==> src/rtl/pft_pkg.sv <==
package pft_pkg;

  typedef enum logic {
    POL_LRU  = 1'b0,
    POL_FIFO = 1'b1
  } repl_policy_e;

endpackage

==> src/rtl/pft_match.sv <==
module pft_match #(
  parameter int FRAMES = 4,
  parameter int PAGE_W = 8,
  localparam int IDX_W = $clog2(FRAMES)
) (
  input  logic [FRAMES-1:0][PAGE_W-1:0] slots_i,
  input  logic [PAGE_W-1:0]             page_i,
  output logic                          hit_o,
  output logic [IDX_W-1:0]              idx_o
);

  logic [FRAMES-1:0] eq;

  for (genvar g = 0; g < FRAMES; g++) begin : g_cmp
    assign eq[g] = (slots_i[g] == page_i);
  end

  always_comb begin
    idx_o = '0;
    for (int k = FRAMES - 1; k >= 0; k--) begin
      if (eq[k]) idx_o = IDX_W'(k);
    end
  end

  assign hit_o = |eq;

endmodule

==> src/rtl/pft_order.sv <==
module pft_order #(
  parameter int FRAMES = 4,
  parameter int PAGE_W = 8,
  localparam int IDX_W = $clog2(FRAMES)
) (
  input  logic                          clk,
  input  logic                          rst,
  input  logic                          upd_i,
  input  logic [IDX_W-1:0]              from_i,
  input  logic [PAGE_W-1:0]             page_i,
  output logic [FRAMES-1:0][PAGE_W-1:0] slots_o
);

  for (genvar g = 0; g < FRAMES; g++) begin : g_slot
    logic [PAGE_W-1:0] nxt;
    if (g == FRAMES - 1) begin : g_top
      assign nxt = page_i;
    end else begin : g_mid
      assign nxt = (g >= int'(from_i)) ? slots_o[g+1] : slots_o[g];
    end

    always_ff @(posedge clk) begin
      if (rst) slots_o[g] <= PAGE_W'(g + 1);
      else if (upd_i) slots_o[g] <= nxt;
    end
  end

  AST_NEWEST_LOADED: assert property (@(posedge clk) disable iff (rst)
    upd_i |=> slots_o[FRAMES-1] == $past(page_i));
  AST_LIST_HELD: assert property (@(posedge clk) disable iff (rst)
    !upd_i |=> $stable(slots_o));

endmodule

==> src/rtl/pft_sat_counter.sv <==
module pft_sat_counter #(
  parameter int CNT_W = 16
) (
  input  logic             clk,
  input  logic             rst,
  input  logic             inc_i,
  output logic [CNT_W-1:0] cnt_o
);

  localparam logic [CNT_W-1:0] TOP = '1;

  always_ff @(posedge clk) begin
    if (rst) cnt_o <= '0;
    else if (inc_i && cnt_o != TOP) cnt_o <= cnt_o + 1'b1;
  end

  AST_CNT_SATURATE: assert property (@(posedge clk) disable iff (rst)
    $past(cnt_o) == TOP |-> cnt_o == TOP);
  AST_CNT_STEP: assert property (@(posedge clk) disable iff (rst)
    !inc_i |=> $stable(cnt_o));

endmodule

==> src/rtl/page_frame_tracker.sv <==
module page_frame_tracker #(
  parameter int FRAMES = 4,
  parameter int PAGE_W = 8,
  parameter int CNT_W  = 16,
  localparam int IDX_W = $clog2(FRAMES)
) (
  input  logic                       clk,
  input  logic                       rst,
  input  logic                       policy_i,
  input  logic                       acc_valid_i,
  input  logic [PAGE_W-1:0]          acc_page_i,
  output logic                       res_valid_o,
  output logic                       hit_o,
  output logic                       miss_o,
  output logic [PAGE_W-1:0]          evict_page_o,
  output logic [FRAMES*PAGE_W-1:0]   resident_o,
  output logic [CNT_W-1:0]           hit_count_o,
  output logic [CNT_W-1:0]           miss_count_o
);
  import pft_pkg::*;

  repl_policy_e                  pol_q;
  logic [FRAMES-1:0][PAGE_W-1:0] slots;
  logic                          found;
  logic [IDX_W-1:0]              found_idx;
  logic                          upd;
  logic [IDX_W-1:0]              from_idx;

  always_ff @(posedge clk) begin
    if (rst) pol_q <= POL_LRU;
    else if (!acc_valid_i) pol_q <= repl_policy_e'(policy_i);
  end

  pft_match #(.FRAMES(FRAMES), .PAGE_W(PAGE_W)) u_match (
    .slots_i (slots),
    .page_i  (acc_page_i),
    .hit_o   (found),
    .idx_o   (found_idx)
  );

  assign upd      = acc_valid_i && (!found || pol_q == POL_LRU);
  assign from_idx = found ? found_idx : '0;

  pft_order #(.FRAMES(FRAMES), .PAGE_W(PAGE_W)) u_order (
    .clk     (clk),
    .rst     (rst),
    .upd_i   (upd),
    .from_i  (from_idx),
    .page_i  (acc_page_i),
    .slots_o (slots)
  );

  always_ff @(posedge clk) begin
    if (rst) begin
      res_valid_o  <= 1'b0;
      hit_o        <= 1'b0;
      miss_o       <= 1'b0;
      evict_page_o <= '0;
    end else begin
      res_valid_o  <= acc_valid_i;
      hit_o        <= acc_valid_i && found;
      miss_o       <= acc_valid_i && !found;
      evict_page_o <= (acc_valid_i && !found) ? slots[0] : '0;
    end
  end

  pft_sat_counter #(.CNT_W(CNT_W)) u_hit_cnt (
    .clk   (clk),
    .rst   (rst),
    .inc_i (acc_valid_i && found),
    .cnt_o (hit_count_o)
  );

  pft_sat_counter #(.CNT_W(CNT_W)) u_miss_cnt (
    .clk   (clk),
    .rst   (rst),
    .inc_i (acc_valid_i && !found),
    .cnt_o (miss_count_o)
  );

  for (genvar g = 0; g < FRAMES; g++) begin : g_flat
    assign resident_o[g*PAGE_W +: PAGE_W] = slots[g];
  end

  AST_RESULT_LATENCY: assert property (@(posedge clk) disable iff (rst)
    acc_valid_i |=> res_valid_o);
  AST_ONE_OUTCOME: assert property (@(posedge clk) disable iff (rst)
    res_valid_o |-> $onehot({hit_o, miss_o}));
  AST_NO_OUTCOME: assert property (@(posedge clk) disable iff (rst)
    !res_valid_o |-> !hit_o && !miss_o);
  AST_EVICT_OLDEST: assert property (@(posedge clk) disable iff (rst)
    acc_valid_i && !found |=> evict_page_o == $past(slots[0]));
  AST_LRU_TO_NEWEST: assert property (@(posedge clk) disable iff (rst)
    acc_valid_i && found && pol_q == POL_LRU |=> slots[FRAMES-1] == $past(acc_page_i));
  AST_FIFO_HIT_KEEP: assert property (@(posedge clk) disable iff (rst)
    acc_valid_i && found && pol_q == POL_FIFO |=> $stable(slots));
  AST_POLICY_HOLD: assert property (@(posedge clk) disable iff (rst)
    acc_valid_i |=> $stable(pol_q));

endmodule

==> config.mk <==
export PLATFORM = sky130hd
export DESIGN_NAME = page_frame_tracker
export DESIGN_NICKNAME = d
export VERILOG_FILES = /design/src/rtl/pft_pkg.sv /design/src/rtl/pft_match.sv /design/src/rtl/pft_order.sv /design/src/rtl/pft_sat_counter.sv /design/src/rtl/page_frame_tracker.sv
export SDC_FILE = /design/constraint.sdc
export NUM_CORES = 1
export LEC_CHECK = 0
export CORE_ASPECT_RATIO = 1.75
export CORE_UTILIZATION = 50
export CTS_BUF_LIST = sky130_fd_sc_hd__clkbuf_4 sky130_fd_sc_hd__clkbuf_8 sky130_fd_sc_hd__clkbuf_16
export DETAILED_ROUTE_END_ITERATION = 16
export HOLD_SLACK_MARGIN = 0.06
export PLACE_DENSITY_LB_ADDON = 0.2
export SYNTH_ARGS = -nofsm -noshare
export SYNTH_HDL_FRONTEND = slang
export SYNTH_SLANG_ARGS = --single-unit
==> constraint.sdc <==
create_clock -name clk -period 2.5 [get_ports clk]
set_clock_uncertainty 0.2 [all_clocks]
set_input_delay 0.375 -clock clk [delete_from_list [all_inputs] [get_ports clk]]
set_output_delay 0.375 -clock clk [all_outputs]
set_load 0.03 [all_outputs]
**Yosys cells after proc, flatten, opt, wreduce, memory -nomap -nowiden**

Cells that the tools add are included.

- Bitwise operators: 2
- Reductions and logical operators: 12
- Magnitude comparators: 3
- $add $sub $neg: 2
- Muxes and demuxes: 5
- Eq/ne operators: 6

Operator list:

| cell | number |
|---|---|
| adder 16 x 1 -> 16 bit (second input constant) | 2 |
| == test 8 bit | 4 |
| != test 16 bit (second input constant) | 2 |
| two-way mux 2 bit | 5 |
| AND reduction 2 bit | 3 |
| logical AND 1 bit | 5 |
| greater-or-equal comparator 1 x 2 -> 1 bit (first input constant) | 2 |
| OR reduction 4 bit | 1 |
| greater-or-equal comparator 2 bit (first input constant) | 1 |
| NOT 1 bit | 2 |
| OR reduction 2 bit | 1 |
| zero test 1 bit | 1 |
| logical OR 1 bit | 1 |

- Register bits: 76
- Logic and storage cells: 41
- Bits of input ports: 12
- Output and inout bits: 75

**Depth between registers and ports, before layout**

- Depth after elaboration: 8
- Mapped depth: 10
- Gate-level depth less buffers: 6

**Modules after synthesis**

A second synthesis with hierarchy kept.

- Cell total of the unflattened synthesis: 404
- Area total of the unflattened synthesis: 3,647.2 um^2

Modules (own cells, without submodules):

| module | cells an instance | area each (um^2) | instances | seq. area each (um^2) |
|---|---|---|---|---|
| pft_sat_counter | 99 | 848.3 | 2 | 320.3 |
| pft_order | 128 | 1,163.6 | 1 | 640.6 |
| pft_match | 48 | 417.9 | 1 | 0.0 |
| page_frame_tracker | 30 | 369.1 | 1 | 240.2 |

**Least setup slack after synthesis**

No wires, ideal clock.

- Path kind: reg-to-reg
- Start: register u_hit_cnt.cnt_o[0]
- End: register u_hit_cnt.cnt_o[1]
- Cell stages (with the launch flop): 9
- Period minus slack after synthesis: 2,428 ps
- Path buffers: 2
- Setup time: 70 ps
- Arrival time: 2,157 ps
- Setup slack: 72 ps
- Data required time: 2,230 ps
- Cells stage by stage: dfxtp_1 > ha_1 > and3_1 > nand3_1 > nor2_1 > clkbuf_1 > clkbuf_1 > o21ai_0 > a21oi_1

- Longest elaborated chain between the ends: 2
- Elaborated cells on any way between the ends: 3
- Those cells by class: 1 x add/sub; 1 x eq/ne; 1 x reduce/logical

Ends and longest elaborated chain:

| item | line | source |
|---|---|---|
| from (decl) | pft_sat_counter.sv:7 | `output logic [CNT_W-1:0] cnt_o` |
| from (signal assigned) | pft_sat_counter.sv:14 | `else if (inc_i && cnt_o != TOP) cnt_o <= cnt_o + 1'b1;` |
| parallel branches: the longest is 2 deep, another holds adder 16 x 1 -> 16 bit | n/a |  |

Several ways; the timed one is not identified.
A chain may end at the register's enable or synchronous reset.

**Worst setup path after layout**

- Start: input acc_page_i[7]
- End: register u_hit_cnt.cnt_o[10]

- Longest elaborated chain between the ends: 4
- Elaborated cells on any way between the ends: 7
- Those cells by class: 4 x eq/ne; 3 x reduce/logical

Ends and longest elaborated chain:

| item | line | source |
|---|---|---|
| from (decl) | page_frame_tracker.sv:11 | `input logic [PAGE_W-1:0] acc_page_i,` |
| == test 8 bit | pft_match.sv:15 | `assign eq[g] = (slots_i[g] == page_i);` |
| OR reduction 4 bit * | pft_match.sv:25 | `assign hit_o = \|eq;` |
| logical AND 1 bit * | page_frame_tracker.sv:70 | `.inc_i (acc_valid_i && found),` |
| logical AND 1 bit * | pft_sat_counter.sv:14 |  |

Mark *: on every way between the ends. The rest lies on a longest branch, timed or not.

==> run_results.csv <==
group,metric,value,unit
yosys,synth-edff-count,0,
yosys,synth.most_common_cell,"dfxtp_1",
cells_and_area,area_growth,43.1,%
die,rows,42,
route,wl_per_cell,15.9,um
global_routing,grt_pass1_vias,3499,
hold_path,min_from,"rst",
sta,holdWs,0.213,ns
yosys,yosys-top-cells-area,"dfxtp_1, xor2_1, nand2b_1",
sta,setup_viol,0,
cells_and_area,design_area,5510,um2
yosys,syn_area,3850,um2
route,vias_per_cell,5.60,
clock_network,clkSlewWorstSetupHoldPaths,0.06,ns
global_routing,gr-total-overflow,0,
setup_path,path_cells,"dlygate4sd2_1 > buf_4 > xor2_1 > nor4_1 > buf_4 > and2_2 > o41ai_4 > buf_12 > or4_1 > a21oi_1",
power_and_ir_drop,ir_drop,0.000457,V
route,antenna_left,0,
route,drc,0,
placed_design,gp_congestion,0.952,
sta,worst_pin_slew,0.464,ns
setup_path,worst-path-buf-inv,4,
placed_design,hpwl,7140,um
setup_path,crit_family,"simple AND/OR/NAND/NOR gates",
placed_design,placedInstanceArea,5080,um2
yosys,syn_avg_cell_area,8.87,um2
placed_design,portBuffers,86,
clock_network,cts_root_buf,"clkbuf_16",
global_routing,antenna_found_initial,0,
die,die_h,118,um
setup_path,worst-setup-path-type,"input port to register",
cells_and_area,drive_gt1_frac,0.177,
power_and_ir_drop,power,3.09,mW
clock_network,clock_sinks,76,
outcome,outcome,"finished clean",
die,die_area,8060,um2
die,start_util,0.512,
yosys,synth_top_area_share,0.395,
global_routing,grt_first_pass_wirelength,16300,um
yosys,ys_ff_latch,76,
yosys,synthDistinctLibCells,44,
route,num_vias,3616,
yosys,yosys.area.top_type,"dfxtp_1",
die,core_area,7510,um2
clock_network,clk_latency,0.34,ns
yosys,synthArstFlopShare,0,
route,first_pass_iters,5,
yosys,ys_top_cells_by_count,"dfxtp_1, a21oi_1, nand2b_1",
setup_path,slowest_stage,"or4_1",
clock_network,hold_buffers,0,
setup_path,max_stage_delay,0.50,ns
setup_path,start_kind,"input port",
cells_and_area,utilization,0.733,
sta,maxSlewHeadroom,0.690,
cells_and_area,nNetsFinal,567,
global_routing,grt_usage,0.267,
clock_network,cts_tree,"built",
route,wl,10300,um
die,die_w,68.3,um
clock_network,cts_made_buffers,9,
setup_path,cpMostUsedCell,"buf_4",
sta,period_minus_slack,2.44,ns
yosys,synth_cells,434,
route,drt_iter0_drc,191,
die,boundaryPins,87,
power_and_ir_drop,leakage,2.12,nW
setup_path,cp_max_fo,26,
sta,fin_crit_sh,0.976,
yosys,ys_seq_area_frac,0.395,
yosys,syn_nets,448,
sta,final_hold_viol_count,0,
yosys,ys.flop_type,"dfxtp_1",
power_and_ir_drop,cellPowerDensity,561,nW/um2
setup_path,r2r_start,"u_order.slots_o[20]",
clock_network,h-tree-depth,3,
setup_path,critPathLaunch,"acc_page_i[7]",
cells_and_area,diodes,0,
global_routing,grt_max_degree,50,
sta,drv_slew,0,
setup_path,end_kind,"register",
clock_network,cts_buffer_depth,2,
sta,max_freq,0.410,GHz
setup_path,cp.required,2.56,ns
flow_run,maxCapViolCount,0,
setup_path,arrival,2.51,ns
hold_path,hold_path.class,"input port to register",
yosys,yosysWarnings,0,
==> flip-flops by register name (all words and copies together) (netlist names) <==
name / count
res_valid_o: 1
u_order.slots_o: 32
u_miss_cnt.cnt_o: 16
hit_o: 1
miss_o: 1
evict_page_o: 8
u_hit_cnt.cnt_o: 16
pol_q: 1
==> tightest hold or removal path, cell delays in order <==
cell      delay, ns
buf_2          0.10
nand2b_1       0.17
nor2_1         0.05
==> layer usage <==
| layer | global-route usage | routed length, um | vias to the layer above |
|---|---|---|---|
| li1 | - | - | 1795 |
| met1 | 0.306 | 4160 | 1721 |
| met2 | 0.461 | 5520 | 84 |
| met3 | 0.0562 | 344 | 16 |
| met4 | 0.100 | 229 | 0 |
| met5 | 0 | 0 | - |
==> through the flow <==
stage	TNS [ns]	setup slack (ns)	instances
after floorplan	0	0.0725	434
after global placement	-26.38	-0.490	627
after detailed placement	-28.18	-0.507	627
after CTS	0	0.0244	643
after global routing	-0.0374	-0.0203	646
final	0	0.0591	646
==> repair_timing <==
item                                    CTS  global route
pin swaps                                 3             6
endpoints found under the setup margin   51            12
buffers inserted                          0             2
gates resized for setup                  14             6
cloned                                    0             1
==> path summary, 6_finish.rpt <==
kind,cells after the start,endpoint,slack [ns]
min,3,miss_o,0.21
min reg2reg,2,u_hit_cnt.cnt_o[9],0.30
max,10,u_hit_cnt.cnt_o[10],0.06
max reg2reg,8,u_hit_cnt.cnt_o[10],0.06
==> layout make-up <==
type | count | area (um2)
Fill cell | 564 | 2010
Clock inverter | 4 | 70.1
Tap cell | 88 | 110
Multi-Input combinational cell | 321 | 2220
Inverter | 4 | 15.0
Timing Repair Buffer | 141 | 1300
Sequential cell | 76 | 1520
Clock buffer | 12 | 267
==> layout by cell type (no fill, tap or decap), types with 3 or more instances in the layout <==
| cell | instances |
|---|---|
| a21oi_1 | 32 |
| and3_1 | 15 |
| and4_1 | 3 |
| buf_12 | 3 |
| buf_4 | 51 |
| clkbuf_16 | 9 |
| clkbuf_8 | 3 |
| clkdlybuf4s50_1 | 77 |
| dfxtp_1 | 76 |
| dlygate4sd2_1 | 8 |
| inv_1 | 4 |
| mux2_2 | 7 |
| mux2i_1 | 17 |
| nand2_1 | 14 |
| nand2b_1 | 29 |
| nand3_1 | 17 |
| nand3b_1 | 9 |
| nand4_1 | 7 |
| nor2_1 | 16 |
| nor2b_1 | 12 |
| nor3_1 | 4 |
| nor4_1 | 4 |
| nor4_2 | 7 |
| o21ai_0 | 27 |
| o31ai_1 | 18 |
| or3_1 | 6 |
| or3b_2 | 3 |
| or4_1 | 17 |
| xnor2_1 | 7 |
| xor2_1 | 24 |
==> logic make-up after synthesis <==
| group | Yosys count | synth area share |
|---|---|---|
| AOI/OAI and AO/OA | 90 | 0.144 |
| and+or+nand+nor | 173 | 0.269 |
| adders and majority gates | 2 | 0.00650 |
| buffers and inverters | 37 | 0.0472 |
| DFF | 76 | 0.395 |
| xor gates and xnor gates | 32 | 0.0728 |
| muxes | 24 | 0.0647 |
==> power breakdown <==
group	switching (mW)	internal [mW]	total [mW]
Clock	0.490	0.952	1.44
Sequential	0.0341	1.24	1.28
Combinational	0.203	0.168	0.370
Total	0.727	2.36	3.09
No activity file was read; power rests on OpenSTA's default activity.
